## config.mk

```make
export PLATFORM = sky130hd
export DESIGN_NAME = burst_addr_gen
export DESIGN_NICKNAME = d
export VERILOG_FILES = /design/src/rtl/burst_pkg.sv /design/src/rtl/burst_start_det.sv /design/src/rtl/burst_beat_ctr.sv /design/src/rtl/burst_base_reg.sv /design/src/rtl/burst_order_map.sv /design/src/rtl/burst_addr_gen.sv
export SDC_FILE = /design/constraint.sdc
export NUM_CORES = 1
export LEC_CHECK = 0
export BUFFER_PORTS_ARGS = -buffer_cell sky130_fd_sc_hd__buf_2
export CORE_MARGIN = 1.5
export CORE_UTILIZATION = 29
export DETAILED_ROUTE_END_ITERATION = 6
export GPL_ROUTABILITY_DRIVEN = 1
export GPL_TIMING_DRIVEN = 0
export SETUP_SLACK_MARGIN = 0.15
export SYNTH_ARGS = -nofsm -noshare
export SYNTH_HDL_FRONTEND = slang
export SYNTH_SLANG_ARGS = --single-unit
```

## constraint.sdc

```tcl
create_clock -name clk -period 1.18 [get_ports clk]
set_clock_uncertainty 0.05 [all_clocks]
set_input_delay 0.118 -clock clk [delete_from_list [all_inputs] [get_ports clk]]
set_output_delay 0.118 -clock clk [all_outputs]
set_load 0.02 [all_outputs]
```

## src/rtl/burst_pkg.sv

```systemverilog
package burst_pkg;

   // Selects how the order logic is built.
   typedef enum logic [1:0] {
      ORD_PIN    = 2'd0,   // order chosen by the order_sel input
      ORD_LINEAR = 2'd1,   // linear order only, order_sel ignored
      ORD_XOR    = 2'd2    // interleaved order only, order_sel ignored
   } order_cfg_e;

   localparam int unsigned MAX_BEAT_BITS = 4;

endpackage

```

## src/rtl/burst_start_det.sv

```systemverilog
module burst_start_det #(
   parameter bit PROC_GATED = 1'b1
) (
   input  logic ads_proc_n,
   input  logic ads_ctrl_n,
   input  logic cs_n,
   output logic start,
   output logic from_proc
);

   logic proc_ok;

   generate
      if (PROC_GATED) begin : g_gated
         assign proc_ok = ~ads_proc_n & ~cs_n;
      end else begin : g_open
         assign proc_ok = ~ads_proc_n;
      end
   endgenerate

   always_comb begin
      from_proc = proc_ok;
      start     = proc_ok | ~ads_ctrl_n;
   end

endmodule

```

## src/rtl/burst_beat_ctr.sv

```systemverilog
module burst_beat_ctr #(
   parameter int unsigned BEAT_BITS = 2
) (
   input  logic                 clk,
   input  logic                 rst_n,
   input  logic                 load,
   input  logic                 step,
   output logic [BEAT_BITS-1:0] cnt
);

   localparam logic [BEAT_BITS-1:0] LAST_BEAT = {BEAT_BITS{1'b1}};
   localparam logic [BEAT_BITS-1:0] ONE       = {{(BEAT_BITS-1){1'b0}}, 1'b1};

   logic [BEAT_BITS-1:0] cnt_nxt;

   always_comb begin
      cnt_nxt = cnt;
      if (load)      cnt_nxt = '0;
      else if (step) cnt_nxt = cnt + ONE;
   end

   always_ff @(posedge clk) begin
      if (!rst_n) cnt <= '0;
      else        cnt <= cnt_nxt;
   end

   // a load clears the count even when a step comes at the same edge
   a_r9_load_wins: assert property (@(posedge clk) disable iff (!rst_n)
      load |=> (cnt == '0));

   // a step with no load moves the count forward by exactly one
   a_r5_step_one: assert property (@(posedge clk) disable iff (!rst_n)
      (!load && step && cnt != LAST_BEAT) |=> (cnt == $past(cnt) + ONE));

   // with no load and no step the count holds
   a_r5_hold: assert property (@(posedge clk) disable iff (!rst_n)
      (!load && !step) |=> $stable(cnt));

   // a step from the last beat wraps to beat zero
   a_r10_wrap: assert property (@(posedge clk) disable iff (!rst_n)
      (!load && step && cnt == LAST_BEAT) |=> (cnt == '0));

endmodule

```

## src/rtl/burst_base_reg.sv

```systemverilog
module burst_base_reg #(
   parameter int unsigned ADDR_W = 20
) (
   input  logic              clk,
   input  logic              rst_n,
   input  logic              load,
   input  logic [ADDR_W-1:0] d,
   output logic [ADDR_W-1:0] q
);

   always_ff @(posedge clk) begin
      if (!rst_n)    q <= '0;
      else if (load) q <= d;
   end

   // a load captures the address presented at that edge
   a_r2_capture: assert property (@(posedge clk) disable iff (!rst_n)
      load |=> (q == $past(d)));

   // the base holds between loads
   a_r8_base_hold: assert property (@(posedge clk) disable iff (!rst_n)
      !load |=> $stable(q));

endmodule

```

## src/rtl/burst_order_map.sv

```systemverilog
module burst_order_map
   import burst_pkg::*;
#(
   parameter int unsigned BEAT_BITS = 2,
   parameter order_cfg_e  ORDER_CFG = ORD_PIN
) (
   input  logic [BEAT_BITS-1:0] start_low,
   input  logic [BEAT_BITS-1:0] beat,
   input  logic                 xor_mode,
   output logic [BEAT_BITS-1:0] low_out
);

   logic [BEAT_BITS-1:0] lin_low;
   logic [BEAT_BITS-1:0] xor_low;

   always_comb begin
      lin_low = start_low + beat;
      xor_low = start_low ^ beat;
   end

   generate
      if (ORDER_CFG == ORD_LINEAR) begin : g_lin
         logic unused_mode;
         assign unused_mode = xor_mode;
         assign low_out     = lin_low;
      end else if (ORDER_CFG == ORD_XOR) begin : g_xor
         logic unused_mode;
         assign unused_mode = xor_mode;
         assign low_out     = xor_low;
      end else begin : g_pin
         assign low_out = xor_mode ? xor_low : lin_low;
      end
   endgenerate

   // Beat zero always shows the start offset, whichever order is active.
   always_comb begin
      if (beat == '0) begin
         a_r6_beat0_offset: assert (low_out == start_low);
      end
   end

endmodule

```

## src/rtl/burst_addr_gen.sv

```systemverilog
module burst_addr_gen
   import burst_pkg::*;
#(
   parameter int unsigned ADDR_W     = 20,
   parameter int unsigned BEAT_BITS  = 2,
   parameter order_cfg_e  ORDER_CFG  = ORD_PIN,
   parameter bit          PROC_GATED = 1'b1
) (
   input  logic              clk,
   input  logic              rst_n,
   input  logic              ads_proc_n,
   input  logic              ads_ctrl_n,
   input  logic              cs_n,
   input  logic              adv_n,
   input  logic              order_sel,
   input  logic [ADDR_W-1:0] addr_in,
   output logic [ADDR_W-1:0] addr_out
);

   localparam int unsigned UPPER_W = ADDR_W - BEAT_BITS;

   generate
      if (BEAT_BITS < 1 || BEAT_BITS > MAX_BEAT_BITS) begin : g_bad_beats
         $error("burst_addr_gen: BEAT_BITS out of range");
      end
      if (ADDR_W <= BEAT_BITS) begin : g_bad_width
         $error("burst_addr_gen: ADDR_W must exceed BEAT_BITS");
      end
   endgenerate

   logic                 start;
   logic                 from_proc;
   logic [BEAT_BITS-1:0] beat;
   logic [ADDR_W-1:0]    base;
   logic [BEAT_BITS-1:0] low;
   logic                 unused_from_proc;

   assign unused_from_proc = from_proc;

   burst_start_det #(.PROC_GATED(PROC_GATED)) u_start (
      .ads_proc_n (ads_proc_n),
      .ads_ctrl_n (ads_ctrl_n),
      .cs_n       (cs_n),
      .start      (start),
      .from_proc  (from_proc)
   );

   burst_beat_ctr #(.BEAT_BITS(BEAT_BITS)) u_ctr (
      .clk   (clk),
      .rst_n (rst_n),
      .load  (start),
      .step  (~adv_n),
      .cnt   (beat)
   );

   burst_base_reg #(.ADDR_W(ADDR_W)) u_base (
      .clk   (clk),
      .rst_n (rst_n),
      .load  (start),
      .d     (addr_in),
      .q     (base)
   );

   burst_order_map #(.BEAT_BITS(BEAT_BITS), .ORDER_CFG(ORDER_CFG)) u_map (
      .start_low (base[BEAT_BITS-1:0]),
      .beat      (beat),
      .xor_mode  (order_sel),
      .low_out   (low)
   );

   assign addr_out = {base[ADDR_W-1:BEAT_BITS], low};

   // a gated processor strobe starts the transfer at the sampled address
   a_r2_proc_start: assert property (@(posedge clk) disable iff (!rst_n)
      (!ads_proc_n && !cs_n) |=> (addr_out == $past(addr_in)));

   // the controller strobe starts the transfer whatever cs_n is
   a_r4_ctrl_start: assert property (@(posedge clk) disable iff (!rst_n)
      !ads_ctrl_n |=> (addr_out == $past(addr_in)));

   // with chip-select inactive and no controller strobe, the line stays put
   a_r3_cs_blocks: assert property (@(posedge clk) disable iff (!rst_n)
      (cs_n && ads_ctrl_n) |=> $stable(addr_out[ADDR_W-1:BEAT_BITS]));

   // the upper bits hold while no start is sampled
   a_r8_upper_hold: assert property (@(posedge clk) disable iff (!rst_n)
      (ads_ctrl_n && (ads_proc_n || cs_n)) |=> $stable(addr_out[ADDR_W-1:BEAT_BITS]));

   // no start and no advance leaves the output unchanged
   a_r5_out_hold: assert property (@(posedge clk) disable iff (!rst_n)
      (ads_ctrl_n && (ads_proc_n || cs_n) && adv_n && $stable(order_sel))
      |=> $stable(addr_out));

   initial begin
      if (UPPER_W == 0) $display("burst_addr_gen: no upper address bits");
   end

endmodule

```

# ---- Yosys cells after proc, flatten, opt, wreduce, memory -nomap -nowiden
# Index checks and enable logic that the tools add are counted.
dict set report totals {
  reg_bits 22
  input_bits 27
  output_inout_bits 20
  wordCells 13
}
dict set report classes {
  addsub 2
  mux 1
  bitwise_logic 7
  reduce_logical 1
}
# operator n
set op_table {}
lappend op_table {{NOT 1 bit} 4}
lappend op_table {{adder 2 x 1 -> 2 bit (second input constant)} 1}
lappend op_table {{adder 2 bit} 1}
lappend op_table {{two-way mux 2 bit} 1}
lappend op_table {{OR reduction 2 bit} 1}
lappend op_table {{bitwise XOR 2 bit} 1}
lappend op_table {{AND 1 bit} 1}
lappend op_table {{bitwise OR 1 bit} 1}

# ---- Depth between registers and ports, before layout
# Gate-level depths: netlist of run 1.
dict set report logic_depth {
  depth_word 4
  ltp_mapped 4
  mapped_depth_nobuf 3
}

# ---- Hierarchy
# A second synthesis of run 1 with hierarchy kept.
dict set report hier_totals {
  cells_unflattened 79
  hier_area_um2 889.6
}
# mod n_inst cells_per_inst area_each_um2 seq_area_each_um2
set by_module_without_submodules {}
lappend by_module_without_submodules {burst_base_reg 1 64 755.7 400.4}
lappend by_module_without_submodules {burst_beat_ctr 1 8 85.1 40.0}
lappend by_module_without_submodules {burst_order_map 1 4 36.3 0.0}
lappend by_module_without_submodules {burst_start_det 1 2 8.8 0.0}
lappend by_module_without_submodules {burst_addr_gen 1 1 3.8 0.0}

# ---- Worst setup path before layout of run 1
# OpenSTA, ideal clock, no wires.
dict set report synth_path {
  kind {register -> output}
  start {reg u_ctr.cnt[0]}
  end {out addr_out[1]}
  arrival_time_ns 0.980
  t_required_ns 1.012
  path_slack_ns 0.032
  stages_incl_launch_ff 4
  n_path_buf 0
  path_cell_list {dfxtp_1 -> ha_1 -> nor2b_1 -> xnor2_1}
}
dict set report synth_via {
  elab_chain_cells 2
}
# element line_no
set synth_rtl {}
lappend synth_rtl {{start: declaration} burst_beat_ctr.sv:8} ;# output logic [BEAT_BITS-1:0] cnt
lappend synth_rtl {{start signal: assignment} burst_beat_ctr.sv:24} ;# else cnt <= cnt_nxt;
lappend synth_rtl {{adder 2 bit} burst_order_map.sv:17} ;# lin_low = start_low + beat;
lappend synth_rtl {{two-way mux 2 bit} burst_order_map.sv:31} ;# assign low_out = xor_mode ? xor_low : lin_low;
lappend synth_rtl {{end: declaration} burst_addr_gen.sv:17} ;# output logic [ADDR_W-1:0] addr_out
# Every way passes these cells.

# ---- Worst setup path in the final report of run 1
# Same ends and word-level chain as after synthesis.

==> results.py, run 1 <==
metrics = {
    "status": {
        "status": "finished, violations left",
        "failed_checks": "setup timing",
    },
    "power_and_ir_drop": {
        "power_frac_clock_pct": 26.0,
        "switching_power_uw": 470.0,
        "p_int_mw": 1.269,
        "p_seq_share_pct": 47.4,
        "p_comb_share_pct": 26.6,
        "leakage_nw": 0.7268,
        "powerDensity_nw_per_um2": 1067,
        "max-vdd-ir-drop_v": 0.0006589,
        "p_sw_share_pct": 27.03,
    },
    "drt": {
        "wl_per_cell_um": 11.07,
        "drt_iter0_drc": 25,
        "via_per_inst": 4.373,
        "drc": 0,
        "wl_mm": 2.402,
        "first_pass_iters": 4,
        "ant_nets": 0,
        "via_count": 949,
    },
    "synthesis": {
        "syn_inst": 120,
        "synth_seq_cells": 22,
        "synth_nets": 148,
        "yosysUniqueCellTypes": 16,
        "yosysSeqAreaShare_pct": 39.91,
        "synthDominantCellAreaShare_pct": 39.91,
        "syn_area_um2": 1104,
        "synth_area_leaders": "dfxtp_1 (40%), o21ai_2 (16%), buf_4 (12%), nand3_1 (9.1%), nand2_1 (6.8%)",
        "synth_area_leader_cell": "dfxtp_1",
        "synth_area_per_cell_um2": 9.196,
        "yosys_warnings": 0,
    },
    "floorplan": {
        "floorplan.initialDensity_pct": 30.14,
        "rows": 22,
        "die_h_um": 64.69,
        "core_area_um2": 3661,
        "io_pins": 47,
        "fp.dieW_um": 64.69,
        "die_area_um2": 4184,
    },
    "cells_and_area": {
        "drive_gt1_share_pct": 71.60,
        "num_antenna_cells": 0,
        "nNetsFinal": 199,
        "areaGrowthSynthToFinish_pct": 47.62,
        "utilization_pct": 44.50,
    },
    "timing": {
        "fmax_mhz": 748.2,
        "hold_viol": 0,
        "period_share_pct": 113.3,
        "finalWorstSetupSlack_ns": -0.1565,
        "rsz0062_at_grt": "yes",
        "period_needed_ns": 1.336,
        "slew_headroom_pct": 84.82,
        "finalSetupViolCount": 1,
        "worst_slew_pin_slew_ns": 0.2268,
        "drv_slew": 0,
    },
    "clock_tree": {
        "cts_root_buf": "clkbuf_8",
        "clock_sinks": 22,
        "clk_pin_slew_worst_paths_ns": 0.07,
        "cts_buffers": 3,
        "cts_hold_buf": 0,
        "cts_tree": "done",
        "htreeDepth": 1,
        "cts_buffer_depth": 2,
        "insertion_delay_ns": 0.25,
    },
    "place": {
        "globalplace.congestion": 0.7278,
        "dp_hpwl_mm": 1.800,
        "dpl_worst_slack_ns": 0.005032,
        "portBuffers": 45,
    },
    "worst_setup_path": {
        "critPathArrivalTime_ns": 1.17,
        "crit_path_start_kind": "flip-flop",
        "crit_fanout": 2,
        "endpoint_kind": "output pin",
        "worstPathCellList": "ha_1 -> nor2b_4 -> xnor2_4 -> buf_6",
        "max_stage_delay_ns": 0.33,
        "crit_cells": 4,
        "worstRegToRegCells": 4,
        "cp_top_family": "flip-flops",
        "worst-setup-path-type": "reg -> out",
        "cp_slowest_cell": "dfxtp_2",
        "critical_path_buf_inv_count": 1,
        "required_ns": 1.01,
    },
    "global_routing": {
        "antenna_found_initial": 0,
        "grt_max_degree": 12,
        "grt_pass1_vias": 937,
        "grt_pass1_wl_mm": 3.870,
        "grt_use_total_pct": 11.60,
        "overflow": 0,
    },
    "hold_path": {
        "whs_path_depth": 3,
        "hp-class": "in -> reg",
    },
    "job": {
        "maxCapViolations": 0,
    },
}
[logic make-up after synthesis]
family	synth area share, %
buffers and inverters	20.18
adders and majority gates	1.134
DFF	39.91
xor gates and xnor gates	2.381
and+or+nand+nor	18.37
AOI/OAI and AO/OA	18.03
[tightest hold or removal path, stage by stage]
cell and delay (ns):
buf_2 0.08, nand3_1 0.07, o21ai_2 0.05
[cells in the mapped netlist]
cell type	n
nand3_1	20
clkbuf_2	1
nand2_1	20
nor2_1	1
dfxtp_1	22
nor3_1	1
clkbuf_8	2
xnor2_1	3
o21ai_2	20
buf_2	2
buf_4	18
ha_1	1
o21ai_4	1
nor2b_1	3
buf_6	4
o211ai_1	1
[power by group through the flow]
stage          Clock (mW)  Combinational (mW)  Sequential (mW)
2_1_floorplan           0               0.280            0.825
3_3_place_gp            0               0.385            0.830
3_5_place_dp            0               0.392            0.832
4_1_cts             0.475               0.410            0.818
5_1_grt             0.504               0.495            0.832
6_report            0.452               0.462            0.825
[state kept, by name (all words and copies together), names as in the netlist]
signal     cells
u_base.q      20
u_ctr.cnt      2
[stage by stage]
stage	instances	cell area [um^2]	total power, mW	TNS, ns	hold WS (ns)
4_1_cts	217	1500	1.704	-0.1556	0.03136
6_report	217	1629	1.739	-0.1565	0.04065
3_3_place_gp	213	1415	1.215	0	0.2949
2_1_floorplan	120	1130	1.105	0	0.2106
5_1_grt	217	1629	1.831	-0.2339	0.03487
3_5_place_dp	213	1415	1.224	0	0.2993
[cell usage in the layout (no fill, tap or decap), drive strengths merged]
cell | synthesis | final
nand2 | 20 | 20
clkbuf | 3 | 6
buf | 24 | 70
ha | 1 | 1
o21ai | 21 | 21
nor2 | 1 | 1
o211ai | 1 | 1
dfxtp | 22 | 22
xnor2 | 3 | 3
nor2b | 3 | 3
nor3 | 1 | 1
nand3 | 20 | 20
[final timing paths]
| kind | slack (ns) | start | endpoint |
|---|---|---|---|
| worst min register to register | 0.41 | u_base.q[15] | u_base.q[15] |
| worst min-delay path | 0.04 | addr_in[11] | u_base.q[11] |
| worst max-delay path | -0.16 | u_ctr.cnt[0] | addr_out[1] |
| worst max register to register | 0.24 | u_ctr.cnt[0] | u_ctr.cnt[1] |
[metal layers]
layer / global-route usage, % / wire length, um
met1: 12.75 / 995
met2: 21.74 / 1212
met5: 0 / 0
met4: 2.660 / 23
met3: 3.472 / 169
[layout make-up]
| type | count | area, um^2 |
|---|---|---|
| fill | 391 | 2032 |
| clock buffer | 3 | 41.29 |
| multi-input combinational | 71 | 488.0 |
| sequential | 22 | 465.4 |
| tap | 48 | 60.06 |
| timing repair buffer | 46 | 351.6 |
| buffer | 27 | 222.7 |
[what timing repair did]
item,in CTS,in global routing
setup buffers,1,0
pin swaps,2,0
endpoints found under the setup margin,3,20
resized for setup,10,51
endpoints found under the hold margin,0,0
No activity file was read; power rests on OpenSTA's default activity.
==> run 2, diff against run 1 <==
==> constraint.sdc (replaced) <==
create_clock -name clk -period 1.3 [get_ports clk]
set_clock_uncertainty 0.05 [all_clocks]
set_input_delay 0.13 -clock clk [delete_from_list [all_inputs] [get_ports clk]]
set_output_delay 0.13 -clock clk [all_outputs]
set_load 0.02 [all_outputs]
==> run 2 against run 1 <==
Effect of this change:
- the flow still finishes with violations (setup timing)
- total power shrank 9.2%
- critical path depth is the same
- sequential power shrank 10%
- core utilization shrank 3.6 points
- critical endpoint unchanged
==> results.py, run 2 (synthesized netlist as in run 1, its figures left out) <==
metrics = {
    "status": {
        "status": "finished, violations left",
        "failed_checks": "setup timing",
    },
    "cells_and_area": {
        "largest_register": "u_base.q",
        "biggestRegsByFlops": "u_base.q: 20 flops, u_ctr.cnt: 2 flops",
        "final_cell_mix": "buf_2 (45), buf_4 (21)",
        "final_common_cell": "buf_2",
        "areaGrowthSynthToFinish_pct": 35.71,
        "num_antenna_cells": 0,
        "n_fill_cell": 361,
        "nNetsFinal": 200,
        "drive_gt1_share_pct": 60.82,
        "utilization_pct": 40.91,
        "largest_reg_flops": 20,
    },
    "floorplan": {
        "rows": 22,
        "io_pins": 47,
        "core_area_um2": 3661,
        "die_h_um": 64.69,
        "fp.dieW_um": 64.69,
        "floorplan.initialDensity_pct": 30.14,
        "die_area_um2": 4184,
    },
    "timing": {
        "slew_headroom_pct": 83.44,
        "finalSetupViolCount": 1,
        "hold_viol": 0,
        "finalSetupTns_ns": -0.02566,
        "worst_slew_pin_slew_ns": 0.2466,
        "period_needed_ns": 1.326,
        "period_share_pct": 102.0,
        "drv_slew": 0,
        "finalWorstSetupSlack_ns": -0.02566,
        "fmax_mhz": 754.3,
        "rsz0062_at_grt": "yes",
    },
    "drt": {
        "drc": 0,
        "first_pass_iters": 4,
        "wl_per_cell_um": 9.735,
        "via_count": 925,
        "ant_nets": 0,
        "via_per_inst": 4.224,
        "wl_mm": 2.132,
        "drt_iter0_drc": 26,
    },
    "worst_setup_path": {
        "required_ns": 1.12,
        "worstPathCellList": "ha_4 -> nor2b_4 -> xnor2_2 -> buf_4",
        "critPathArrivalTime_ns": 1.15,
        "cp_top_family": "flip-flops",
        "worstReg2RegStart": "u_ctr.cnt[0]",
        "crit_fanout": 2,
        "critical_path_buf_inv_count": 1,
        "cp_slowest_cell": "dfxtp_2",
        "r2r_slack_ns": 0.28,
        "timing.rr.end": "u_ctr.cnt[1]",
        "endpoint_kind": "output pin",
        "worst-setup-path-type": "reg -> out",
        "max_stage_delay_ns": 0.36,
        "crit_path_start_kind": "flip-flop",
        "worstRegToRegCells": 4,
    },
    "job": {
        "maxCapViolations": 0,
    },
    "power_and_ir_drop": {
        "switching_power_uw": 416.4,
        "leakage_nw": 0.7056,
        "max-vdd-ir-drop_v": 0.0007782,
        "p_seq_share_pct": 47.0,
        "p_int_mw": 1.163,
        "power_frac_clock_pct": 30.4,
        "design_power_total_mw": 1.579,
        "p_comb_share_pct": 22.7,
        "p_sw_share_pct": 26.37,
        "powerDensity_nw_per_um2": 1054,
    },
    "place": {
        "portBuffers": 45,
        "globalplace.congestion": 0.7388,
        "dpl_worst_slack_ns": 0.1545,
        "dp_hpwl_mm": 1.685,
    },
    "clock_tree": {
        "htreeDepth": 1,
        "cts_buffers": 3,
        "clock_sinks": 22,
        "cts_tree": "done",
        "cts_buffer_depth": 2,
        "cts_root_buf": "clkbuf_8",
        "insertion_delay_ns": 0.26,
        "clk_pin_slew_worst_paths_ns": 0.08,
    },
    "hold_path": {
        "min_to": "u_base.q[2]",
        "hp-class": "in -> reg",
        "hp-start": "addr_in[2]",
        "whs_path_depth": 3,
    },
    "global_routing": {
        "antenna_found_initial": 0,
        "grt_pass1_vias": 858,
        "grt_pass1_wl_mm": 3.601,
        "grt_max_degree": 13,
        "grt_use_total_pct": 10.85,
        "overflow": 0,
    },
}
run 2: cell count changes in the layout (fill, tap and decap cells not counted), moves of 2 or more:
cell and delta:
buf_6 -18, xnor2_4 -2, dfxtp_1 +18, buf_4 +2, buf_2 +17, dfxtp_2 -18
run 2: metrics by stage:
stage                     hold slack [ns]  area [um^2]  cells
after floorplan                    0.2226         1111    120
after global placement             0.3080         1396    213
after detailed placement           0.3070         1396    213
after CTS                         0.03827         1498    219
after global routing              0.04839         1498    219
final                             0.04659         1498    219
run 2: power groups by stage:
stage	clock (mW)	sequential (mW)	combinational, mW
final	0.480	0.742	0.358
after detailed placement	0	0.756	0.347
after global placement	0	0.753	0.343
after CTS	0.496	0.742	0.363
after global routing	0.534	0.747	0.391
after floorplan	0	0.749	0.249
run 2: worst reg2reg max path, stage by stage (launching register included):
cell and delay, ns:
dfxtp_2 0.36, buf_4 0.11, nor2b_1 0.18, xnor2_1 0.15
nor2_1 0.06
run 2: worst max path at each step:
stage            startpoint           to  slack, ns  cells after the start
2_1_floorplan  u_ctr.cnt[0]  addr_out[1]       0.25                      3
3_3_place_gp   u_ctr.cnt[0]  addr_out[1]       0.16                      4
3_5_place_dp   u_ctr.cnt[0]  addr_out[1]       0.15                      4
4_1_cts        u_ctr.cnt[0]  addr_out[1]      -0.03                      4
5_1_grt        u_ctr.cnt[0]  addr_out[1]      -0.07                      4
6_report       u_ctr.cnt[0]  addr_out[1]      -0.03                      4
run 2: metal layers:
layer	global-route usage (%)	part of all wire [%]	up-vias
li1	-	-	486
met1	13.45	44	397
met2	18.10	45	40
met3	4.340	10	2
met4	1.596	0.47	0
met5	0	0	-
run 2: area by class of cell:
type                    count  area (um^2)  area share [%]
plain buffers              27        222.7           14.87
repair buffers             47        249.0           16.62
clock buffers               4        55.05           3.676
well taps                  48        60.06           4.010
flip-flops and latches     22        442.9           29.57
multi-input cells          71        467.9           31.24
run 2: what timing repair did:
| item | in CTS | in global routing |
|---|---|---|
| hold buffers | 0 | 0 |
| gates resized for setup | 9 | 0 |
| pin swaps | 0 | 0 |
| setup endpoints to repair | 2 | 2 |
| buffers inserted | 2 | 0 |
